**src/rtl/pwm3_pkg.sv**
```systemverilog
package pwm3_pkg;
  localparam int unsigned DEF_W      = 16;
  localparam int unsigned DEF_PHASES = 3;

  typedef enum logic {
    DIR_UP   = 1'b0,
    DIR_DOWN = 1'b1
  } dir_e;
endpackage

```
**src/rtl/pwm3_carrier.sv**
```systemverilog
module pwm3_carrier
  import pwm3_pkg::*;
#(
  parameter int unsigned W = DEF_W
) (
  input  logic         clk,
  input  logic         rst_n,
  input  logic         enable,
  input  logic [W-1:0] period,
  input  logic [W-1:0] dead,
  output logic [W-1:0] cnt_low,
  output logic [W-1:0] cnt_high,
  output logic         turn,
  output dir_e         dir
);
  logic [W-1:0] top;
  logic [W-1:0] low_nx;
  dir_e         dir_nx;

  assign top = period - dead;

  always_comb begin
    low_nx = cnt_low;
    dir_nx = dir;
    turn   = 1'b0;
    if (enable) begin
      if (dir == DIR_UP) begin
        if (cnt_low >= top) begin
          dir_nx = DIR_DOWN;
          turn   = 1'b1;
          low_nx = (cnt_low == '0) ? '0 : cnt_low - 1'b1;
        end else begin
          low_nx = cnt_low + 1'b1;
        end
      end else begin
        if (cnt_low == '0) begin
          dir_nx = DIR_UP;
          turn   = 1'b1;
          low_nx = (top == '0) ? '0 : {{(W-1){1'b0}}, 1'b1};
        end else begin
          low_nx = cnt_low - 1'b1;
        end
      end
    end
  end

  always_ff @(posedge clk or negedge rst_n) begin
    if (!rst_n) begin
      cnt_low  <= '0;
      cnt_high <= '0;
      dir      <= DIR_UP;
    end else begin
      cnt_low  <= low_nx;
      cnt_high <= low_nx + dead;
      dir      <= dir_nx;
    end
  end

  // step upward below the crest
  a_r3_climb: assert property (@(posedge clk) disable iff (!rst_n)
    (enable && dir == DIR_UP && cnt_low < top) |=> (cnt_low == $past(cnt_low) + 1'b1));
  // turn at the crest
  a_r3_turn_crest: assert property (@(posedge clk) disable iff (!rst_n)
    (enable && dir == DIR_UP && cnt_low >= top) |=> (dir == DIR_DOWN));
  // turn at the floor
  a_r3_turn_floor: assert property (@(posedge clk) disable iff (!rst_n)
    (enable && dir == DIR_DOWN && cnt_low == '0) |=> (dir == DIR_UP));
  // hold while disabled
  a_r2_hold: assert property (@(posedge clk) disable iff (!rst_n)
    !enable |=> ($stable(cnt_low) && $stable(dir)));
endmodule

```
**src/rtl/pwm3_cmp_bank.sv**
```systemverilog
module pwm3_cmp_bank
  import pwm3_pkg::*;
#(
  parameter int unsigned W      = DEF_W,
  parameter int unsigned PHASES = DEF_PHASES
) (
  input  logic                clk,
  input  logic                rst_n,
  input  logic                enable,
  input  logic                turn,
  input  logic [PHASES*W-1:0] duty,
  output logic [PHASES*W-1:0] cmp
);
  logic load;
  assign load = !enable || turn;

  for (genvar p = 0; p < PHASES; p++) begin : g_reg
    always_ff @(posedge clk or negedge rst_n) begin
      if (!rst_n)    cmp[p*W +: W] <= '0;
      else if (load) cmp[p*W +: W] <= duty[p*W +: W];
    end
  end

  // no reload between reversals
  a_r4_keep: assert property (@(posedge clk) disable iff (!rst_n)
    (enable && !turn) |=> $stable(cmp));
  // compares follow the buffers while disabled
  a_r2_follow: assert property (@(posedge clk) disable iff (!rst_n)
    !enable |=> (cmp == $past(duty)));
endmodule

```
**src/rtl/pwm3_phase_out.sv**
```systemverilog
module pwm3_phase_out
  import pwm3_pkg::*;
#(
  parameter int unsigned W = DEF_W
) (
  input  logic         clk,
  input  logic         rst_n,
  input  logic         enable,
  input  logic [W-1:0] cnt_low,
  input  logic [W-1:0] cnt_high,
  input  logic [W-1:0] cmp,
  output logic         hi,
  output logic         lo
);
  always_ff @(posedge clk or negedge rst_n) begin
    if (!rst_n) begin
      hi <= 1'b0;
      lo <= 1'b0;
    end else begin
      hi <= enable && (cnt_low >= cmp);
      lo <= enable && (cnt_high < cmp);
    end
  end

  // the pair is never active together
  a_r6_no_overlap: assert property (@(posedge clk) disable iff (!rst_n)
    !(hi && lo));
  // outputs inactive after a disabled cycle
  a_r2_idle_off: assert property (@(posedge clk) disable iff (!rst_n)
    !enable |=> (!hi && !lo));
endmodule

```
**src/rtl/tri_pwm3.sv**
```systemverilog
module tri_pwm3
  import pwm3_pkg::*;
#(
  parameter int unsigned W      = DEF_W,
  parameter int unsigned PHASES = DEF_PHASES
) (
  input  logic                clk,
  input  logic                rst_n,
  input  logic                enable,
  input  logic [W-1:0]        period,
  input  logic [W-1:0]        dead,
  input  logic [PHASES*W-1:0] duty,
  output logic [PHASES-1:0]   pwm_hi,
  output logic [PHASES-1:0]   pwm_lo,
  output logic                count_down
);
  logic [W-1:0]        cnt_low;
  logic [W-1:0]        cnt_high;
  logic                turn;
  dir_e                dir;
  logic [PHASES*W-1:0] cmp;

  pwm3_carrier #(.W(W)) u_carrier (
    .clk      (clk),
    .rst_n    (rst_n),
    .enable   (enable),
    .period   (period),
    .dead     (dead),
    .cnt_low  (cnt_low),
    .cnt_high (cnt_high),
    .turn     (turn),
    .dir      (dir)
  );

  pwm3_cmp_bank #(.W(W), .PHASES(PHASES)) u_cmp (
    .clk    (clk),
    .rst_n  (rst_n),
    .enable (enable),
    .turn   (turn),
    .duty   (duty),
    .cmp    (cmp)
  );

  for (genvar p = 0; p < PHASES; p++) begin : g_phase
    pwm3_phase_out #(.W(W)) u_out (
      .clk      (clk),
      .rst_n    (rst_n),
      .enable   (enable),
      .cnt_low  (cnt_low),
      .cnt_high (cnt_high),
      .cmp      (cmp[p*W +: W]),
      .hi       (pwm_hi[p]),
      .lo       (pwm_lo[p])
    );
  end

  assign count_down = (dir == DIR_DOWN);

  // reset state seen on the ports
  a_r1_reset_quiet: assert property (@(posedge clk)
    !rst_n |=> (pwm_hi == '0 && pwm_lo == '0 && !count_down));
endmodule

```
**config.mk**
```make
export PLATFORM = sky130hd
export DESIGN_NAME = tri_pwm3
export DESIGN_NICKNAME = d
export VERILOG_FILES = /design/src/rtl/pwm3_pkg.sv /design/src/rtl/pwm3_carrier.sv /design/src/rtl/pwm3_cmp_bank.sv /design/src/rtl/pwm3_phase_out.sv /design/src/rtl/tri_pwm3.sv
export SDC_FILE = /design/constraint.sdc
export NUM_CORES = 1
export LEC_CHECK = 0
export ABC_AREA = 1
export BUFFER_PORTS_ARGS = -buffer_cell sky130_fd_sc_hd__buf_2
export CAP_MARGIN = 10
export CORE_ASPECT_RATIO = 0.7
export CORE_MARGIN = 3
export CORE_UTILIZATION = 55
export DETAILED_ROUTE_END_ITERATION = 8
export MAX_ROUTING_LAYER = met4
export PLACE_DENSITY = 0.86
export SLEW_MARGIN = 20
export SYNTH_ARGS = -nofsm -noshare
export SYNTH_HDL_FRONTEND = slang
export SYNTH_SLANG_ARGS = --single-unit
```
**constraint.sdc**
```tcl
create_clock -name clk -period 3.7 [get_ports clk]
set_clock_uncertainty 0.15 [all_clocks]
set_input_delay 1.11 -clock clk [delete_from_list [all_inputs] [get_ports clk]]
set_output_delay 1.11 -clock clk [all_outputs]
set_load 0.01 [all_outputs]
```
==> flow_summary.toml, run 1 <==
[status]
run_status = "finished, violations left"
violations = "negative setup slack"

[critical_path]
setup.worst_path.class = "input port to flip-flop"
cpMostUsedCell = "sky130_fd_sc_hd__nand2_4"
setup.worst_path.start_class = "input port"
worst_setup_path_end_kind = "flip-flop"
cp_data_required_time_ns = 3.79
critical_path.max_fanout = 6
worst_r2r_path_depth = 20
critical_path.max_stage_delay_ns = 0.38
worst-endpoint-arrival_ns = 5.41
slowest_stage = "sky130_fd_sc_hd__fa_2"

[timing]
final_hold_viol_count = 0
setup_viol = 79
fin_ws_ns = -1.61
rsz0062_at_grt = "yes"
final.period_utilization_pct = 144
period_minus_slack_ns = 5.31
max_clock_freq_ghz = 0.188
final_max_slew_viol_count = 0
hold_ws_ns = 0.399
worst_slew_pin_slew_ns = 1.31
max_slew_margin_pct = 10.2

[flow_run]
max_cap_viol_count = 0

[floorplanning]
floorplan.rows = 36
starting_density_of_the_core_pct = 56.6
die_width_um = 150
floorplan.die_area_mm2 = 0.0160
floorplan.io_pins = 90
die_h_um = 107
fp.coreArea_mm2 = 0.0141

[placed_design]
dp.final_hpwl_um = 18700
numPortBuffers = 89
globalplace.congestion = 1.04
place_worst_setup_slack_ns = -1.68

[drt]
via_count = 9322
antenna_violating_nets_post_route = 0
first_pass_iters = 8
drt_iter0_drc = 1576
routed_wire_length_per_instance_um = 21.0
drc = 0
detail_route.wirelength_um = 31500
post_drt_via_cell_ratio = 6.22

[layout]
final_nets = 1530
antenna_cells = 0
syn2layout_area_growth_pct = 39.2
drive_above_1_share_pct = 32.1

[min_path]
worstHoldPathCells = 2
hold_class = "flip-flop to flip-flop"

[logic_synthesis]
dominantRegCellSynth = "sky130_fd_sc_hd__dfrtp_1"
yosys.cell_count.top_type = "sky130_fd_sc_hd__nand2_1"
async_flop_share_pct = 100
syn_avg_cell_area_um2 = 7.43
synth_edf_count = 0
synth_largest_area_cell = "sky130_fd_sc_hd__dfrtp_1"
synth_seq_cells = 87
synthTopCellsByCount = "sky130_fd_sc_hd__nand2_1 (241), sky130_fd_sc_hd__inv_1 (161), sky130_fd_sc_hd__ha_1 (141)"
synth_cell_area_mm2 = 0.00796
synth_nets = 1297
yosysWarningCount = 0
netlist_top_cells_area = "sky130_fd_sc_hd__dfrtp_1 (27%), sky130_fd_sc_hd__ha_1 (22%), sky130_fd_sc_hd__nand2_1 (11%)"
share_of_yosys_cell_area_claimed_by_the_top_area_cell_type_pct = 27.4
post_synth_num_cell_types = 45
post_synth_inst_count = 1071
seq_area_frac_synth_pct = 27.4

[clock_network]
clock_tree.root_cell = "sky130_fd_sc_hd__clkbuf_16"
clkTransAtPathRegs_ns = 0.07
clock_sinks = 87
ctsHoldBuffers = 0
cts_made_buffers = 9
clock_tree_from_tritoncts = "built"
skew_pair_late_insertion_delay_ns = 0.36
cts_max_path_buffers = 2
cts-htree-levels = 3

[power]
pwr_dens_mw_per_mm2 = 847
power.leakage_nw = 5.75
ir_worst_vdd_mv = 0.441

[grt]
grt_start_max_net_pins = 55
first_global_vias = 8351
globalRoute.totalOverflow = 0
grtUsageTotal_pct = 33.0
antenna_found_initial = 0
first_pass_grt_wire_length_um = 40500
worst paths after layout:
kind | from | endpoint | slack, ns
worst max-delay path | period[0] | u_carrier.cnt_high[11]$_DFF_PN0_ | -1.61
worst min-delay path | u_cmp.cmp[14]$_DFFE_PN0P_ | u_cmp.cmp[14]$_DFFE_PN0P_ | 0.40
worst max register to register | u_carrier.cnt_low[1]$_DFF_PN0_ | u_carrier.cnt_high[11]$_DFF_PN0_ | -0.52
worst min register to register | u_cmp.cmp[14]$_DFFE_PN0P_ | u_cmp.cmp[14]$_DFFE_PN0P_ | 0.40
max in group asynchronous | rst_n | u_cmp.cmp[10]$_DFFE_PN0P_ | 2.06
min in group asynchronous | rst_n | u_carrier.cnt_low[1]$_DFF_PN0_ | 0.68
metal layers:
metal,track usage [%],wire (um),part of all wire [%],vias to the layer above
met1,42.3,11500,36,4215
met3,9.84,4450,14,268
met2,50.3,13600,43,819
met5,-,0,0,-
li1,-,-,-,4020
met4,11.0,2040,6.5,0
where the power goes:
| part | internal, W | total, W | switching, W |
|---|---|---|---|
| Sequential | 0.00132 | 0.00167 | 0.000348 |
| Clock | 0.000494 | 0.000911 | 0.000417 |
| Combinational | 0.00288 | 0.00680 | 0.00392 |
| Total | 0.00470 | 0.00938 | 0.00468 |
state kept, by name, summed over array words and instances (netlist names):
register            count
u_carrier.cnt_high     16
u_carrier.cnt_low      16
u_cmp.cmp              48
g_phase.u_out.hi        3
g_phase.u_out.lo        3
u_carrier.dir           1
layout by cell type (no fill, tap or decap), types with 9 or more instances in the layout:
cell type and instances:
sky130_fd_sc_hd__o21ai_1 61, sky130_fd_sc_hd__buf_4 127, sky130_fd_sc_hd__clkbuf_16 14, sky130_fd_sc_hd__nand2_2 28, sky130_fd_sc_hd__xor2_1 31, sky130_fd_sc_hd__nand2_4 10
sky130_fd_sc_hd__ha_1 115, sky130_fd_sc_hd__nor2_1 53, sky130_fd_sc_hd__nor3_1 13, sky130_fd_sc_hd__dfrtp_1 87, sky130_fd_sc_hd__o21ai_2 9, sky130_fd_sc_hd__buf_2 87
sky130_fd_sc_hd__inv_2 13, sky130_fd_sc_hd__buf_6 23, sky130_fd_sc_hd__nand3_1 38, sky130_fd_sc_hd__nand2_1 210, sky130_fd_sc_hd__nand4_1 12, sky130_fd_sc_hd__a21oi_1 61
sky130_fd_sc_hd__inv_1 152, sky130_fd_sc_hd__a21oi_2 20, sky130_fd_sc_hd__o21ai_0 20, sky130_fd_sc_hd__ha_4 26
metrics by stage:
stage	util (%)	power, W	TNS (ns)	cells	cell area [um2]
floorplan	-	0.00481	-11.91	1071	8150
finish	78.8	0.00938	-51.73	1499	11100
global placement	68.0	0.00626	-46.58	1440	9560
CTS	72.8	0.00782	-29.17	1473	10200
detailed placement	68.0	0.00657	-58.27	1440	9560
global route	78.8	0.00982	-56.46	1499	11100
critical path: cells and delay by family:
kind                       cells  cell delay (ns)
adders and majority gates      4             1.06
AOI/OAI and AO/OA              8             1.33
and+or+nand+nor               13             1.36
xor gates and xnor gates       1             0.14
buffers and inverters          4             0.38
cell families (layout without fill, tap and decap cells):
logic type                 after synthesis  in the layout  synth area share (%)
AOI/OAI and AO/OA                      212            212                  14.6
xor gates and xnor gates                36             36                  3.96
adders and majority gates              143            143                  22.7
buffers and inverters                  194            431                  10.1
DFF                                     87             87                  27.4
and+or+nand+nor                        399            400                  21.4
repair_timing:
action | in CTS | in global routing
gates resized for setup | 53 | 115
pin swaps | 29 | 34
setup buffers | 18 | 17
hold endpoints to repair | 0 | 0
gates cloned | 0 | 11
endpoints found under the setup margin | 78 | 81
area by class of cell:
| type | count | area, um2 |
|---|---|---|
| inverter | 169 | 653 |
| fill | 861 | 2970 |
| clock inverter | 4 | 27.5 |
| multi-input combinational | 791 | 5880 |
| clock buffer | 12 | 256 |
| tap | 190 | 238 |
| sequential | 87 | 2180 |
| timing repair buffer | 246 | 1850 |
Power figures use the tool's default switching activity.
==> inputs of run 2 (changes only) <==
--- a/config.mk
+++ b/config.mk
@@ -10,10 +10,10 @@
 export CAP_MARGIN = 10
 export CORE_ASPECT_RATIO = 0.7
 export CORE_MARGIN = 3
-export CORE_UTILIZATION = 55
+export CORE_UTILIZATION = 60
 export DETAILED_ROUTE_END_ITERATION = 8
 export MAX_ROUTING_LAYER = met4
-export PLACE_DENSITY = 0.86
+export PLACE_DENSITY = 0.89
 export SLEW_MARGIN = 20
 export SYNTH_ARGS = -nofsm -noshare
 export SYNTH_HDL_FRONTEND = slang
==> constraint.sdc (replaced) <==
create_clock -name clk -period 5.45 [get_ports clk]
set_clock_uncertainty 0.15 [all_clocks]
set_input_delay 1.635 -clock clk [delete_from_list [all_inputs] [get_ports clk]]
set_output_delay 1.635 -clock clk [all_outputs]
set_load 0.01 [all_outputs]
==> run 2 against run 1 <==
The flow still finishes with violations (negative setup slack). Die area decreased by 7.9%. Non-clock buffer count decreased by 34. Routed wire length decreased by 1.3%. Flip-flop and latch count unchanged. Final area decreased by 6.9%. Sequential power decreased by 22%. Global-route usage increased by 3.9 points. Via count increased by 0.98%. First-iteration DRC count decreased by 0.63%.
==> flow_summary.toml, run 2 (synthesized netlist as in run 1, its figures left out) <==
[drt]
first_pass_iters = 9
detail_route.wirelength_um = 31100
antenna_violating_nets_post_route = 0
post_drt_via_cell_ratio = 6.55
drc = 0
routed_wire_length_per_instance_um = 21.7
drt_iter0_drc = 1566
via_count = 9413

[power]
netSwitchingPower_w = 0.00309
p_int_w = 0.00298
p_comb_share_pct = 67.9
power.leakage_nw = 5.48
ir_worst_vdd_mv = 0.351
clkPwrFrac_pct = 10.6
pwr_dens_mw_per_mm2 = 589
power.switching_fraction_pct = 50.9
pwr-share-seq_pct = 21.5

[layout]
top_flop_regs = "u_cmp.cmp x48, u_carrier.cnt_high x16, u_carrier.cnt_low x16"
drive_above_1_share_pct = 26.8
post-route-util_pct = 81.3
fin_cells = 1437
layout.cells.most_common = "sky130_fd_sc_hd__nand2_1"
final_area_mm2 = 0.0103
final_nets = 1495
syn2layout_area_growth_pct = 29.6
most_frequent_cells_in_the_layout = "sky130_fd_sc_hd__nand2_1 (223), sky130_fd_sc_hd__inv_1 (155), sky130_fd_sc_hd__ha_1 (125), sky130_fd_sc_hd__buf_4 (115), sky130_fd_sc_hd__dfrtp_1 (87)"
top_reg_by_flops = "u_cmp.cmp"
number_of_flip_flops_in_the_largest_register = 48

[critical_path]
critical_path.max_stage_delay_ns = 0.42
setup.worst_path.class = "input port to flip-flop"
slowest_stage = "sky130_fd_sc_hd__ha_1"
path_buf_inv = 6
setup.worst_path.start_class = "input port"
worst_setup_path_end_kind = "flip-flop"
cp_data_required_time_ns = 5.56
worst-endpoint-arrival_ns = 6.43
critical_path.max_fanout = 7
cpMostUsedCell = "sky130_fd_sc_hd__nand2_1"
crit_family = "simple AND/OR/NAND/NOR gates"

[floorplanning]
floorplan.rows = 34
die_h_um = 102
fp.coreArea_mm2 = 0.0127
floorplan.io_pins = 90
floorplan.die_area_mm2 = 0.0147
die_width_um = 144
starting_density_of_the_core_pct = 62.8

[clock_network]
skew_pair_late_insertion_delay_ns = 0.36
clock_tree_from_tritoncts = "built"
clkTransAtPathRegs_ns = 0.07
cts_max_path_buffers = 2
clock_tree.root_cell = "sky130_fd_sc_hd__clkbuf_16"
cts-htree-levels = 3
clock_sinks = 87
cts_made_buffers = 9

[grt]
globalRoute.totalOverflow = 0
antenna_found_initial = 1
first_pass_grt_wire_length_um = 41300
grt_start_max_net_pins = 59
grtUsageTotal_pct = 36.9
first_global_vias = 8353

[timing]
final_hold_viol_count = 0
setup_viol = 15
fin_ws_ns = -0.875
final_max_slew_viol_count = 0
period_minus_slack_ns = 6.33
rsz0062_at_grt = "yes"
final.period_utilization_pct = 116
max_slew_margin_pct = 16.7
worst_slew_pin_slew_ns = 1.22
max_clock_freq_ghz = 0.158

[placed_design]
dpl-instance-area_mm2 = 0.00923
place_worst_setup_slack_ns = -0.608
dp.final_hpwl_um = 18600
placed_cells_incl_taps = 1394
numPortBuffers = 89
globalplace.congestion = 1.02

[min_path]
hold_class = "flip-flop to flip-flop"

[status]
violations = "negative setup slack"
run_status = "finished, violations left"

[flow_run]
max_cap_viol_count = 0
run 2: per-stage QoR:
| stage | power, W | TNS, ns | hold slack, ns |
|---|---|---|---|
| after detailed placement | 0.00434 | -4.55 | 0.386 |
| after global placement | 0.00411 | -2.70 | 0.373 |
| after global routing | 0.00638 | -10.31 | 0.430 |
| final | 0.00607 | -8.79 | 0.399 |
| after CTS | 0.00522 | 0 | 0.405 |
| after floorplan | 0.00317 | 0 | 0.354 |
run 2: power by group through the flow:
stage | clock [W] | combinational [W] | sequential (W)
floorplan | 0 | 0.00209 | 0.00108
global placement | 0 | 0.00287 | 0.00124
detailed placement | 0 | 0.00309 | 0.00125
CTS | 0.000626 | 0.00335 | 0.00124
global route | 0.000666 | 0.00441 | 0.00130
finish | 0.000641 | 0.00413 | 0.00131
run 2: worst min-delay path, delay by kind of cell (launching register included):
kind | cells | cell delay, ns
AO/OA/AOI/OAI | 1 | 0.12
buffers and inverters | 1 | 0.07
flip-flops | 1 | 0.32
run 2: routing by layer:
metal  up-vias  GRT usage [%]  part of all wire, %
li1       3949              -                    -
met1      4127           46.6                   36
met2       946           56.6                   40
met3       391           9.78                   15
met4         0           15.0                  9.2
met5         -              -                    0
run 2: final timing paths:
| path | from | to | slack (ns) | cells after the start |
|---|---|---|---|---|
| worst max-delay path | dead[2] | u_carrier.cnt_high[9]$_DFF_PN0_ | -0.88 | 31 |
| worst min-delay path | u_cmp.cmp[29]$_DFFE_PN0P_ | u_cmp.cmp[29]$_DFFE_PN0P_ | 0.40 | 2 |
| worst max register to register | u_carrier.cnt_low[11]$_DFF_PN0_ | u_carrier.cnt_high[9]$_DFF_PN0_ | 1.19 | 20 |
| worst min register to register | u_cmp.cmp[29]$_DFFE_PN0P_ | u_cmp.cmp[29]$_DFFE_PN0P_ | 0.40 | 2 |
| max in group asynchronous | rst_n | u_carrier.cnt_high[14]$_DFF_PN0_ | 3.01 | 2 |
| min in group asynchronous | rst_n | u_carrier.cnt_high[1]$_DFF_PN0_ | 1.19 | 1 |
run 2: what timing repair did:
item | CTS | global route
setup endpoints to repair | 8 | 13
setup buffers | 17 | 10
resized for setup | 31 | 92
pin swaps | 12 | 31
hold buffers | 0 | 0
run 2: final cells by class:
class / count / area, um2
well taps: 162 / 203
multi-input cells: 790 / 5560
clock inverters: 7 / 71.3
repair buffers: 212 / 1440
clock buffers: 9 / 225
fillers: 739 / 2360
flip-flops and latches: 87 / 2180
diodes: 1 / 2.50
inverters: 169 / 643
